**src/rtl/ustep_pkg.sv**
```systemverilog
package ustep_pkg;

    localparam int POS_W  = 4;                 // position within a quadrant
    localparam int QUAD_W = 2;                 // quadrant number
    localparam int IDX_W  = POS_W + QUAD_W;    // full electrical cycle
    localparam int CODE_W = 4;                 // current-level code
    localparam int X_W    = POS_W + 1;         // distance from zero, 0..2**POS_W
    localparam int CODE_MAX = (1 << CODE_W) - 1;

    typedef enum logic [1:0] {
        RES_X8 = 2'b00,
        RES_X4 = 2'b01,
        RES_X2 = 2'b10,
        RES_X1 = 2'b11
    } res_t;

    typedef struct packed {
        logic              off;
        logic              pos;
        logic [CODE_W-1:0] code;
    } coil_drive_t;

    // index increment for one step strobe
    function automatic logic [IDX_W-1:0] step_size(res_t r);
        return IDX_W'((1 << (POS_W - 1)) >> r);
    endfunction

    // distance from the zero crossing -> level code
    function automatic logic [CODE_W-1:0] level_code(logic [X_W-1:0] x);
        if (x == '0)
            return '0;
        else if (x >= X_W'(CODE_MAX))
            return CODE_W'(CODE_MAX);
        else
            return CODE_W'(x + 1'b1);
    endfunction

endpackage

```
**src/rtl/ustep_index.sv**
```systemverilog
module ustep_index
    import ustep_pkg::*;
(
    input  logic             clk_i,
    input  logic             rst_i,
    input  logic             step_i,
    input  logic             dir_i,
    input  logic             hold_i,
    input  res_t             res_i,
    output logic [IDX_W-1:0] idx_o
);

    logic [IDX_W-1:0] inc;
    logic [IDX_W-1:0] base;
    logic [IDX_W-1:0] nxt;

    always_comb begin
        inc  = step_size(res_i);
        base = idx_o & ~(inc - 1'b1);
        nxt  = base;
        if (step_i)
            nxt = dir_i ? base + inc : base - inc;
    end

    always_ff @(posedge clk_i) begin
        if (rst_i)
            idx_o <= '0;
        else if (!hold_i)
            idx_o <= nxt;
    end

    AST_HOLD_FREEZE: assert property (@(posedge clk_i) disable iff (rst_i)
        hold_i |=> $stable(idx_o));

    AST_ALIGNED: assert property (@(posedge clk_i) disable iff (rst_i)
        !hold_i |=> ((idx_o & (step_size($past(res_i)) - 1'b1)) == '0));

    AST_STEP_MOVES: assert property (@(posedge clk_i) disable iff (rst_i)
        (step_i && !hold_i) |=> (idx_o != $past(idx_o)));

endmodule

```
**src/rtl/ustep_coil.sv**
```systemverilog
module ustep_coil
    import ustep_pkg::*;
#(
    parameter bit COS_PHASE = 1'b0   // 0: sine profile, 1: cosine profile
) (
    input  logic [QUAD_W-1:0] quad_i,
    input  logic [POS_W-1:0]  pos_i,
    output coil_drive_t       drv_o
);

    logic           rising;
    logic [X_W-1:0] x;

    always_comb begin
        rising     = (quad_i[0] == COS_PHASE);
        x          = rising ? {1'b0, pos_i} : X_W'(1 << POS_W) - {1'b0, pos_i};
        drv_o.code = level_code(x);
        drv_o.off  = (x == '0);
        drv_o.pos  = ~(quad_i[1] ^ (COS_PHASE & quad_i[0]));
    end

endmodule

```
**src/rtl/ustep_seq.sv**
```systemverilog
module ustep_seq
    import ustep_pkg::*;
(
    input  logic       clk_i,
    input  logic       rst_i,
    input  logic       step_i,
    input  logic       dir_i,
    input  logic       hold_i,
    input  logic [1:0] res_i,
    output logic [3:0] a_code_o,
    output logic       a_pol_o,
    output logic       a_off_o,
    output logic [3:0] b_code_o,
    output logic       b_pol_o,
    output logic       b_off_o
);

    logic [IDX_W-1:0] idx;
    coil_drive_t      drv [2];

    ustep_index u_index (
        .clk_i  (clk_i),
        .rst_i  (rst_i),
        .step_i (step_i),
        .dir_i  (dir_i),
        .hold_i (hold_i),
        .res_i  (res_t'(res_i)),
        .idx_o  (idx)
    );

    for (genvar g = 0; g < 2; g++) begin : g_coil
        ustep_coil #(.COS_PHASE(g[0])) u_coil (
            .quad_i (idx[IDX_W-1:POS_W]),
            .pos_i  (idx[POS_W-1:0]),
            .drv_o  (drv[g])
        );
    end

    assign a_code_o = drv[0].code;
    assign a_pol_o  = drv[0].pos;
    assign a_off_o  = drv[0].off;
    assign b_code_o = drv[1].code;
    assign b_pol_o  = drv[1].pos;
    assign b_off_o  = drv[1].off;

    AST_SINGLE_OFF: assert property (@(posedge clk_i) disable iff (rst_i)
        !(a_off_o && b_off_o));

    AST_A_OFF_B_FULL: assert property (@(posedge clk_i) disable iff (rst_i)
        a_off_o |-> (b_code_o == 4'hF));

    AST_B_OFF_A_FULL: assert property (@(posedge clk_i) disable iff (rst_i)
        b_off_o |-> (a_code_o == 4'hF));

    AST_NO_CODE_ONE: assert property (@(posedge clk_i) disable iff (rst_i)
        (a_code_o != 4'd1) && (b_code_o != 4'd1));

    AST_A_POL_AT_ZERO: assert property (@(posedge clk_i) disable iff (rst_i)
        (a_pol_o != $past(a_pol_o)) |-> (a_off_o || $past(a_off_o)));

    AST_B_POL_AT_ZERO: assert property (@(posedge clk_i) disable iff (rst_i)
        (b_pol_o != $past(b_pol_o)) |-> (b_off_o || $past(b_off_o)));

endmodule

```
**config.mk**
```make
export PLATFORM = sky130hd
export DESIGN_NAME = ustep_seq
export DESIGN_NICKNAME = d
export VERILOG_FILES = /design/src/rtl/ustep_pkg.sv /design/src/rtl/ustep_index.sv /design/src/rtl/ustep_coil.sv /design/src/rtl/ustep_seq.sv
export SDC_FILE = /design/constraint.sdc
export NUM_CORES = 1
export LEC_CHECK = 0
export ABC_AREA = 1
export BUFFER_PORTS_ARGS = -buffer_cell sky130_fd_sc_hd__buf_2
export CORE_MARGIN = 3
export CORE_UTILIZATION = 59
export CTS_BUF_LIST = sky130_fd_sc_hd__clkbuf_16
export DETAILED_ROUTE_END_ITERATION = 10
export PLACE_DENSITY = 0.81
export SKIP_CTS_REPAIR_TIMING = 1
export SYNTH_ARGS = -nofsm -noshare
export SYNTH_HDL_FRONTEND = slang
export SYNTH_SLANG_ARGS = --single-unit
```
**constraint.sdc**
```tcl
create_clock -name clk_i -period 3.7 [get_ports clk_i]
set_input_delay 0.925 -clock clk_i [delete_from_list [all_inputs] [get_ports clk_i]]
set_output_delay 0.925 -clock clk_i [all_outputs]
set_load 0.02 [all_outputs]
```
==> reports/qor.yml, run 1 <==
port_buffers: 18
report.final.slew_viol_count: 0
r2r_cells: 9
slowest_stage: "dfxtp_1"
path_clk_slew_ns: 0.04
clock-sinks: 6
synth-adder-area-share: 0.146
largest_reg_flops: 6
ys_seq_area_frac: 0.121
rr_startpoint: "u_index.idx_o[4]"
synthSimpleGateAreaFrac: 0.417
crit_family: "simple AND/OR/NAND/NOR gates"
nets: 199
tightest_slew_ns: 0.592
status: "complete, no violations"
ys_ff_latch: 6
cp_common_cell: "inv_1"
drc: 0
grt_pass1_wl_mm: 3.88
layout_commonest_cell: "nand2_1"
die_y_um: 47.0
startpoint: "u_index.idx_o[0]"
wl_per_cell_um: 12.2
synth-compound-area-share: 0.139
rr_endpoint: "u_index.idx_o[5]"
drt_wl_total_mm: 2.39
first_pass_iters: 4
cts_max_level: 1
ios: 19
critPathArrivalTime_ns: 2.32
cp-start-kind: "flip-flop"
area_growth_pct: 17.5
period_share: 0.877
globalplace.congestion: 0.838
clock_latency_ns: 0.23
die_w_um: 47.0
netlist_area_sq_um: 992
grt_pass1_vias: 939
relSlewSlack: 0.605
synth_cell_type_count: 25
cp.depth: 14
crit_chain: "inv_2 > ha_1 > nand2_1 > inv_1 > nor2_2 > inv_1 > ha_1 > nand3_2 > nand2_2 > nand2_2 > nand3_1 > nand2_1 > inv_1 > buf_2"
clockRootBuffer: "clkbuf_16"
postSynthCellCount: 159
ys_warn_count: 0
reg.largest.list: "u_index.idx_o (6)"
cap_violations: 0
antenna_found_initial: 0
grt_usage: 0.238
layout_common_cells: "38 x nand2_1, 27 x inv_1, 18 x buf_2"
p_leak_nw: 0.681
hold_viol_final: 0
clockBufferDepth: 2
vdd_ir_drop_max_uv: 330
min_period_ns: 3.24
skew_ns: 0.00104
met2_usage: 0.469
drt_iter0_drc: 20
syn-mean-instance-area_sq_um: 6.24
setup_viol: 0
busiest_layer: "met2"
grt_max_degree: 15
ant_nets: 0
synthMuxAreaShare: 0
placed_area_sq_mm: 0.00109
power_density_mw_per_mm2: 402
rsz0062_at_grt: "no"
synth_top_family_by_area: "simple AND/OR/NAND/NOR gates"
slowest_delay_ns: 0.47
grt_overflow_total: 0
cp-endpoint: "a_code_o[2]"
r2r_slack_ns: 1.86
synth_xor_area_frac: 0.0441
crit_path_end_kind: "primary output"
met1_usage: 0.271
fmax_mhz: 308
fillers: 127
top_register: "u_index.idx_o"
core_sq_mm: 0.00154
hp-class: "flip-flop to flip-flop"
critical_path_peak_fanout: 8
viasPerCell: 5.44
cp_num_buf_inv: 5
setup_tns_ns: 0
num_vias: 1060
initial_core_util: 0.644
cts_made_buffers: 3
diodes: 0
num_rows: 14
dp_hpwl_mm: 1.84
globalRouteMet3Util: 0.0153
postLayoutCellArea_sq_mm: 0.00117
drive_above_1_share: 0.279
worstPathRequired_ns: 2.77
cts_tree: "done"
critPathKind: "flip-flop to primary output"
synth_nets: 177
hold-worst-slack_ns: 0.558
die_area_sq_mm: 0.00221
[cell usage after synthesis, drive strengths merged]
library cell | count | area (sq um)
a211oi | 1 | 7.51
a21oi | 10 | 53.8
a221oi | 1 | 8.76
buf | 1 | 11.3
dfxtp | 6 | 120
fa | 1 | 20.0
ha | 10 | 125
inv | 32 | 120
nand2 | 49 | 221
nand3 | 18 | 115
nand4 | 3 | 25.0
nor2 | 10 | 52.6
o21ai | 12 | 67.6
xnor2 | 4 | 35.0
xor2 | 1 | 8.76
[kinds of logic (layout without fill, tap and decap cells)]
logic type | Yosys count | in the layout
and+or+nand+nor | 80 | 80
buffers and inverters | 33 | 53
AOI/OAI and AO/OA | 24 | 24
adders and majority gates | 11 | 11
DFF | 6 | 6
xor gates and xnor gates | 5 | 5
[where the power goes]
part	switching (mW)	internal (mW)	total (mW)
Combinational	0.138	0.0740	0.212
Clock	0.0386	0.139	0.178
Sequential	0.00968	0.0699	0.0796
Total	0.186	0.283	0.469
[routing by layer]
layer  up-vias  part of all wire
met5         -                 0
met4         0                 0
met3         0             0.019
met2        17              0.58
met1       493              0.40
li1        550                 -
[stage by stage]
step	utilization	cells	setup WS (ns)	power [mW]
final	0.756	195	0.456	0.469
after floorplan	-	159	1.04	0.237
after global placement	0.708	192	0.835	0.284
after detailed placement	0.708	192	0.724	0.290
after CTS	0.756	195	0.475	0.468
after global routing	0.756	195	0.279	0.498
[worst min-delay path by stage]
stage	slack [ns]	from	cells after the start	to
global route	0.56	u_index.idx_o[1]	2	u_index.idx_o[1]
detailed placement	0.54	u_index.idx_o[1]	2	u_index.idx_o[1]
global placement	0.53	u_index.idx_o[1]	2	u_index.idx_o[1]
CTS	0.55	u_index.idx_o[1]	2	u_index.idx_o[1]
finish	0.56	u_index.idx_o[1]	2	u_index.idx_o[1]
floorplan	0.51	u_index.idx_o[1]	2	u_index.idx_o[1]
[worst min-delay path, cell delays in order, from the launching register on]
cell and delay, ns:
dfxtp_1 0.34, nor2_1 0.11, a211oi_1 0.05
[layout make-up]
class                           count  area [sq um]  share of cell area
Clock buffer                        3          75.1              0.0644
Inverter                           32           120               0.103
Multi-Input combinational cell    120           741               0.635
Sequential cell                     6           120               0.103
Tap cell                           16          20.0              0.0172
Timing Repair Buffer               18          90.1              0.0773
No activity file was read; power rests on OpenSTA's default activity.
==> run 2, diff against run 1 <==
--- a/config.mk
+++ b/config.mk
@@ -11,7 +11,7 @@
 export CORE_UTILIZATION = 59
 export CTS_BUF_LIST = sky130_fd_sc_hd__clkbuf_16
 export DETAILED_ROUTE_END_ITERATION = 10
-export PLACE_DENSITY = 0.81
+export PLACE_DENSITY_LB_ADDON = 0.1
 export SKIP_CTS_REPAIR_TIMING = 1
 export SYNTH_ARGS = -nofsm -noshare
 export SYNTH_HDL_FRONTEND = slang
==> reports/qor.yml, run 2 (synthesized netlist as in run 1, its figures left out) <==
pwr-share-comb: 0.451  # about the same
cp_common_cell: "inv_1"
power_uw: 464  # -0.93%
fmax_mhz: 309  # +0.28%
layout_common_cells: "38 x nand2_1, 27 x inv_1, 18 x buf_2"
top_register: "u_index.idx_o"
tightest_slew_ns: 0.576  # -0.0159 ns
skew_ns: 0.00283  # +0.00179 ns
report.final.slew_viol_count: 0  # unchanged
p_sw_uw: 181  # -2.4%
grt_pass1_wl_mm: 3.69  # -4.8%
path_clk_slew_ns: 0.03  # about the same
startpoint: "u_index.idx_o[0]"
drt_iter0_drc: 15  # -25%
multi_input_area_sq_um: 741  # unchanged
drive_above_1_share: 0.279  # unchanged
clockBufferDepth: 2  # unchanged
cts_max_level: 1  # unchanged
setup_tns_ns: 0  # unchanged
period_share: 0.874  # -0.00249
die_area_sq_mm: 0.00221  # unchanged
globalplace.congestion: 0.821  # -2.1%
clock_latency_ns: 0.23  # about the same
num_vias: 1024  # -3.4%
diodes: 0  # unchanged
area_growth_pct: 17.5  # unchanged
min_period_ns: 3.24  # -0.00920 ns
hp-class: "flip-flop to flip-flop"
ios: 19  # unchanged
min-delay-start: "u_index.idx_o[1]"
reg.largest.list: "u_index.idx_o (6)"
initial_core_util: 0.644  # unchanged
p_leak_nw: 0.681  # unchanged
num_rows: 14  # unchanged
cts_made_buffers: 3  # unchanged
placed_area_sq_mm: 0.00109  # unchanged
critPathKind: "flip-flop to primary output"
layout_commonest_cell: "nand2_1"
crit_chain: "inv_2 > ha_1 > nand2_1 > inv_1 > nor2_2 > inv_1 > ha_1 > nand3_2 > nand2_2 > nand2_2 > nand3_1 > nand2_1 > inv_1 > buf_2"
cts_tree: "done"
crit_path_end_kind: "primary output"
die_y_um: 47.0  # unchanged
vdd_ir_drop_max_uv: 332  # +0.55%
antenna_found_initial: 0  # unchanged
drc: 0  # unchanged
rr_startpoint: "u_index.idx_o[4]"
setup_viol: 0  # unchanged
largest_reg_flops: 6  # unchanged
ant_nets: 0  # unchanged
grt_max_degree: 15  # unchanged
status: "complete, no violations"
grt_overflow_total: 0  # unchanged
cp.depth: 14  # unchanged
nets: 199  # unchanged
final-seq-area_sq_um: 120  # unchanged
cell_internal_pwr_uw: 283  # about the same
grt_pass1_vias: 896  # -4.6%
r2r_cells: 9  # unchanged
fillers: 126  # -0.79%
viasPerCell: 5.25  # -3.4%
p_clk_frac: 0.378  # about the same
slowest_stage: "dfxtp_1"
worstPathRequired_ns: 2.77  # about the same
clockRootBuffer: "clkbuf_16"
port_buffers: 18  # unchanged
slowest_delay_ns: 0.47  # about the same
core_sq_mm: 0.00154  # unchanged
clock-sinks: 6  # unchanged
cap_violations: 0  # unchanged
seq_power_share: 0.171  # about the same
min_path_cells: 2  # unchanged
crit_family: "simple AND/OR/NAND/NOR gates"
grt_usage: 0.227  # -0.0107
hold_viol_final: 0  # unchanged
cp-start-kind: "flip-flop"
critPathArrivalTime_ns: 2.31  # about the same
first_pass_iters: 4  # unchanged
rsz0062_at_grt: "no"
power_density_mw_per_mm2: 398  # -0.93%
cp_num_buf_inv: 5  # unchanged
wl_per_cell_um: 11.3  # -7.3%
relSlewSlack: 0.615  # +0.0106
postLayoutCellArea_sq_mm: 0.00117  # unchanged
die_w_um: 47.0  # unchanged
critical_path_peak_fanout: 8  # unchanged
dp_hpwl_mm: 1.77  # -4.1%
drt_wl_total_mm: 2.21  # -7.3%
sw_frac_of_total: 0.391  # -0.00570
[run 2: layer usage]
| metal | part of all wire | GRT usage | routed length (um) | vias to the layer above |
|---|---|---|---|---|
| li1 | - | - | - | 547 |
| met5 | 0 | 0 | 0 | - |
| met3 | 0.028 | 0.0153 | 61 | 5 |
| met4 | 0.011 | 0.0608 | 24 | 0 |
| met1 | 0.45 | 0.281 | 991 | 453 |
| met2 | 0.51 | 0.420 | 1140 | 19 |
[run 2: stage by stage]
step           hold WS [ns]  utilization  std cells  setup slack (ns)
6_report              0.580        0.756        195             0.465
5_1_grt               0.624        0.756        195             0.250
4_1_cts               0.586        0.756        195             0.460
3_5_place_dp          0.536        0.708        192             0.706
3_3_place_gp          0.522        0.708        192             0.831
2_1_floorplan         0.505            -        159              1.04
[run 2: worst min-delay path, stage by stage, from the launching register on]
cell	delay (ns)
dfxtp_1	0.34
nor2_1	0.13
a211oi_1	0.05
[run 2: worst paths after layout]
check / to / slack (ns)
max reg2reg: u_index.idx_o[5] / 1.89
min reg2reg: u_index.idx_o[1] / 0.58
min: u_index.idx_o[1] / 0.58
max: a_code_o[0] / 0.46
[run 2: power by group through the flow]
stage	registers (mW)	clock network, mW	logic (mW)
final	0.0795	0.175	0.209
after floorplan	0.0759	0	0.161
after global routing	0.0805	0.180	0.234
after CTS	0.0793	0.176	0.210
after global placement	0.0800	0	0.204
after detailed placement	0.0801	0	0.209
[run 2: area by class of cell]
cell class	instances	area share
Clock buffer	3	0.0644
Multi-Input combinational cell	120	0.635
Tap cell	16	0.0172
Inverter	32	0.103
Timing Repair Buffer	18	0.0773
Sequential cell	6	0.103
==> run 3, diff against run 2 <==
--- a/config.mk
+++ b/config.mk
@@ -5,7 +5,7 @@
 export SDC_FILE = /design/constraint.sdc
 export NUM_CORES = 1
 export LEC_CHECK = 0
-export ABC_AREA = 1
+export ABC_AREA = 0
 export BUFFER_PORTS_ARGS = -buffer_cell sky130_fd_sc_hd__buf_2
 export CORE_MARGIN = 3
 export CORE_UTILIZATION = 59
==> reports/qor.yml, run 3 <==
status: "complete, no violations"
ys_ff_latch: 6  # unchanged
synth-async-reset-ratio: 0  # unchanged
report.final.slew_viol_count: 0  # unchanged
synth_top_area_frac: 0.130  # -0.0139
cp-start-kind: "flip-flop"
drt_wl_total_mm: 2.54  # +15%
period_share: 0.929  # +0.0550
diodes: 0  # unchanged
relSlewSlack: 0.656  # +0.0401
first_pass_iters: 4  # unchanged
synth_cell_type_count: 38  # +52%
path_clk_slew_ns: 0.03  # about the same
top_register: "u_index.idx_o"
grt_pass1_wl_mm: 4.23  # +15%
grt_usage: 0.268  # +0.0407
ys_warn_count: 0  # unchanged
num_rows: 13  # -1
busiest_layer: "met2"
grt_pass1_vias: 1017  # +14%
synth_ff_type: "dfxtp_1"
clockBufferDepth: 2  # unchanged
synth_common_cells: "20 x a21oi_1, 14 x nor2_1, 10 x ha_1, 10 x nand2_1, 9 x inv_1"
cts_max_level: 1  # unchanged
antenna_found_initial: 0  # unchanged
num_vias: 1078  # +5.3%
setup_viol: 0  # unchanged
critPathArrivalTime_ns: 2.51  # +0.20 ns
wl_per_cell_um: 15.3  # +35%
cts_made_buffers: 3  # unchanged
initial_core_util: 0.681  # +0.0371
ys_seq_area_frac: 0.125  # +0.00362
die_y_um: 46.4  # -1.3%
slowest_delay_ns: 0.47  # about the same
critical_path_peak_fanout: 9  # +1
core_sq_mm: 0.00142  # -8.2%
grt_overflow_total: 0  # unchanged
setup_tns_ns: 0  # unchanged
port_buffers: 18  # unchanged
ys_top_cells_by_area: "ha_1 13%, dfxtp_1 12%, a21oi_1 10%, nor2_1 5.5%, xnor2_1 4.5%"
crit_path_end_kind: "primary output"
synth_edf_count: 0  # unchanged
met2_usage: 0.497  # +0.0772
syn-mean-instance-area_sq_um: 7.14  # +14%
die_area_sq_mm: 0.00215  # -2.5%
postSynthCellCount: 135  # -15%
netlist_area_sq_um: 963  # -2.9%
hp-class: "flip-flop to flip-flop"
vdd_ir_drop_max_uv: 289  # -13%
cap_violations: 0  # unchanged
reg.largest.list: "u_index.idx_o (6)"
viasPerCell: 6.49  # +24%
synth_most_common_cell: "a21oi_1"
skew_ns: 0.000974  # -0.00186 ns
p_leak_nw: 0.482  # -29%
drc: 0  # unchanged
hold-worst-slack_ns: 0.570  # -0.00993 ns
ios: 19  # unchanged
instances_no_fill: 166  # -15%
largest_reg_flops: 6  # unchanged
power_density_mw_per_mm2: 360  # -9.6%
power_uw: 406  # -13%
layout_common_cells: "20 x a21oi_1, 18 x buf_2, 14 x nor2_1"
fmax_mhz: 291  # -5.9%
place_inst: 163  # -15%
cts_tree: "done"
met1_usage: 0.305  # +0.0238
layout_commonest_cell: "a21oi_1"
critPathKind: "flip-flop to primary output"
min_period_ns: 3.44  # +0.204 ns
ant_nets: 0  # unchanged
globalplace.congestion: 0.819  # -0.24%
globalRouteMet3Util: 0.0273  # +0.0120
rsz0062_at_grt: "no"
synth_nets: 153  # -14%
yosysTopAreaCell: "ha_1"
grt_max_degree: 16  # +1
slowest_stage: "dfxtp_1"
fillers: 106  # -16%
area_growth_pct: 17.0
crit_chain: "inv_1 > ha_1 > mux2_2 > ha_1 > a21oi_1 > a221oi_1 > a21oi_1 > o21ai_0 > buf_2"
clock-sinks: 6  # unchanged
clockRootBuffer: "clkbuf_16"
clock_latency_ns: 0.23  # about the same
die_w_um: 46.4  # -1.3%
final_util: 0.797  # +0.0401
nets: 171  # -14%
hold_viol_final: 0  # unchanged
worstPathRequired_ns: 2.77  # about the same
dp_hpwl_mm: 1.72  # -2.7%
drive_above_1_share: 0.199  # -0.0807
tightest_slew_ns: 0.516  # -0.0601 ns
drt_iter0_drc: 33  # +18
[run 3: cell types whose count changed in the layout (fill, tap and decap cells not counted), moves of 5 or more]
cell and change:
a21oi_1 +11, inv_1 -18, nand2_1 -28, nand2_2 -9, nand3_1 -11, nand3_2 -5
nor2_1 +8, nor2b_1 +6
[run 3: critical path: cells and delay by family, from the launching register on]
| family | cells | cell delay (ns) |
|---|---|---|
| AOI/OAI and AO/OA | 4 | 0.63 |
| adders and majority gates | 2 | 0.56 |
| DFF | 1 | 0.47 |
| muxes | 1 | 0.31 |
| buffers and inverters | 2 | 0.30 |
[run 3: worst paths after layout]
kind               startpoint               end  slack, ns  depth (start not counted)
max          u_index.idx_o[1]       b_code_o[0]       0.26                          9
min          u_index.idx_o[5]  u_index.idx_o[5]       0.57                          2
max reg2reg  u_index.idx_o[2]  u_index.idx_o[5]       1.23                          7
min reg2reg  u_index.idx_o[5]  u_index.idx_o[5]       0.57                          2
[run 3: layout make-up]
cell class              count  area (sq um)  share of cell area
flip-flops and latches      6           120               0.107
clock buffers               3          75.1              0.0666
repair buffers             20           105              0.0932
inverters                  10          37.5              0.0333
multi-input cells         112           771               0.684
well taps                  15          18.8              0.0166
[run 3: cell families after synthesis]
| family | Yosys count | share of synthesized area |
|---|---|---|
| AO/OA/AOI/OAI | 47 | 0.312 |
| XOR/XNOR | 8 | 0.0727 |
| adder cells (fa/ha/maj) | 11 | 0.151 |
| buffers and inverters | 17 | 0.0753 |
| flip-flops | 6 | 0.125 |
| multiplexers | 5 | 0.0571 |
| AND/OR/NAND/NOR | 41 | 0.208 |
[run 3: where the power goes]
| group | internal (mW) | leakage, nW | switching, mW |
|---|---|---|---|
| combinational | 0.0603 | 0.395 | 0.0923 |
| clock | 0.139 | 0.0370 | 0.0349 |
| sequential | 0.0692 | 0.0491 | 0.0104 |
[run 3: routing by layer]
layer | part of all wire | vias to the layer above
met5 | 0 | -
met3 | 0.056 | 6
li1 | - | 516
met4 | 0.021 | 0
met2 | 0.53 | 51
met1 | 0.40 | 505
[run 3: metrics by stage]
| stage | instance area (sq um) | setup WS, ns |
|---|---|---|
| 2_1_floorplan | 963 | 0.615 |
| 6_report | 1130 | 0.261 |
| 5_1_grt | 1130 | 0.172 |
| 4_1_cts | 1130 | 0.289 |
| 3_3_place_gp | 1050 | 0.630 |
| 3_5_place_dp | 1050 | 0.583 |
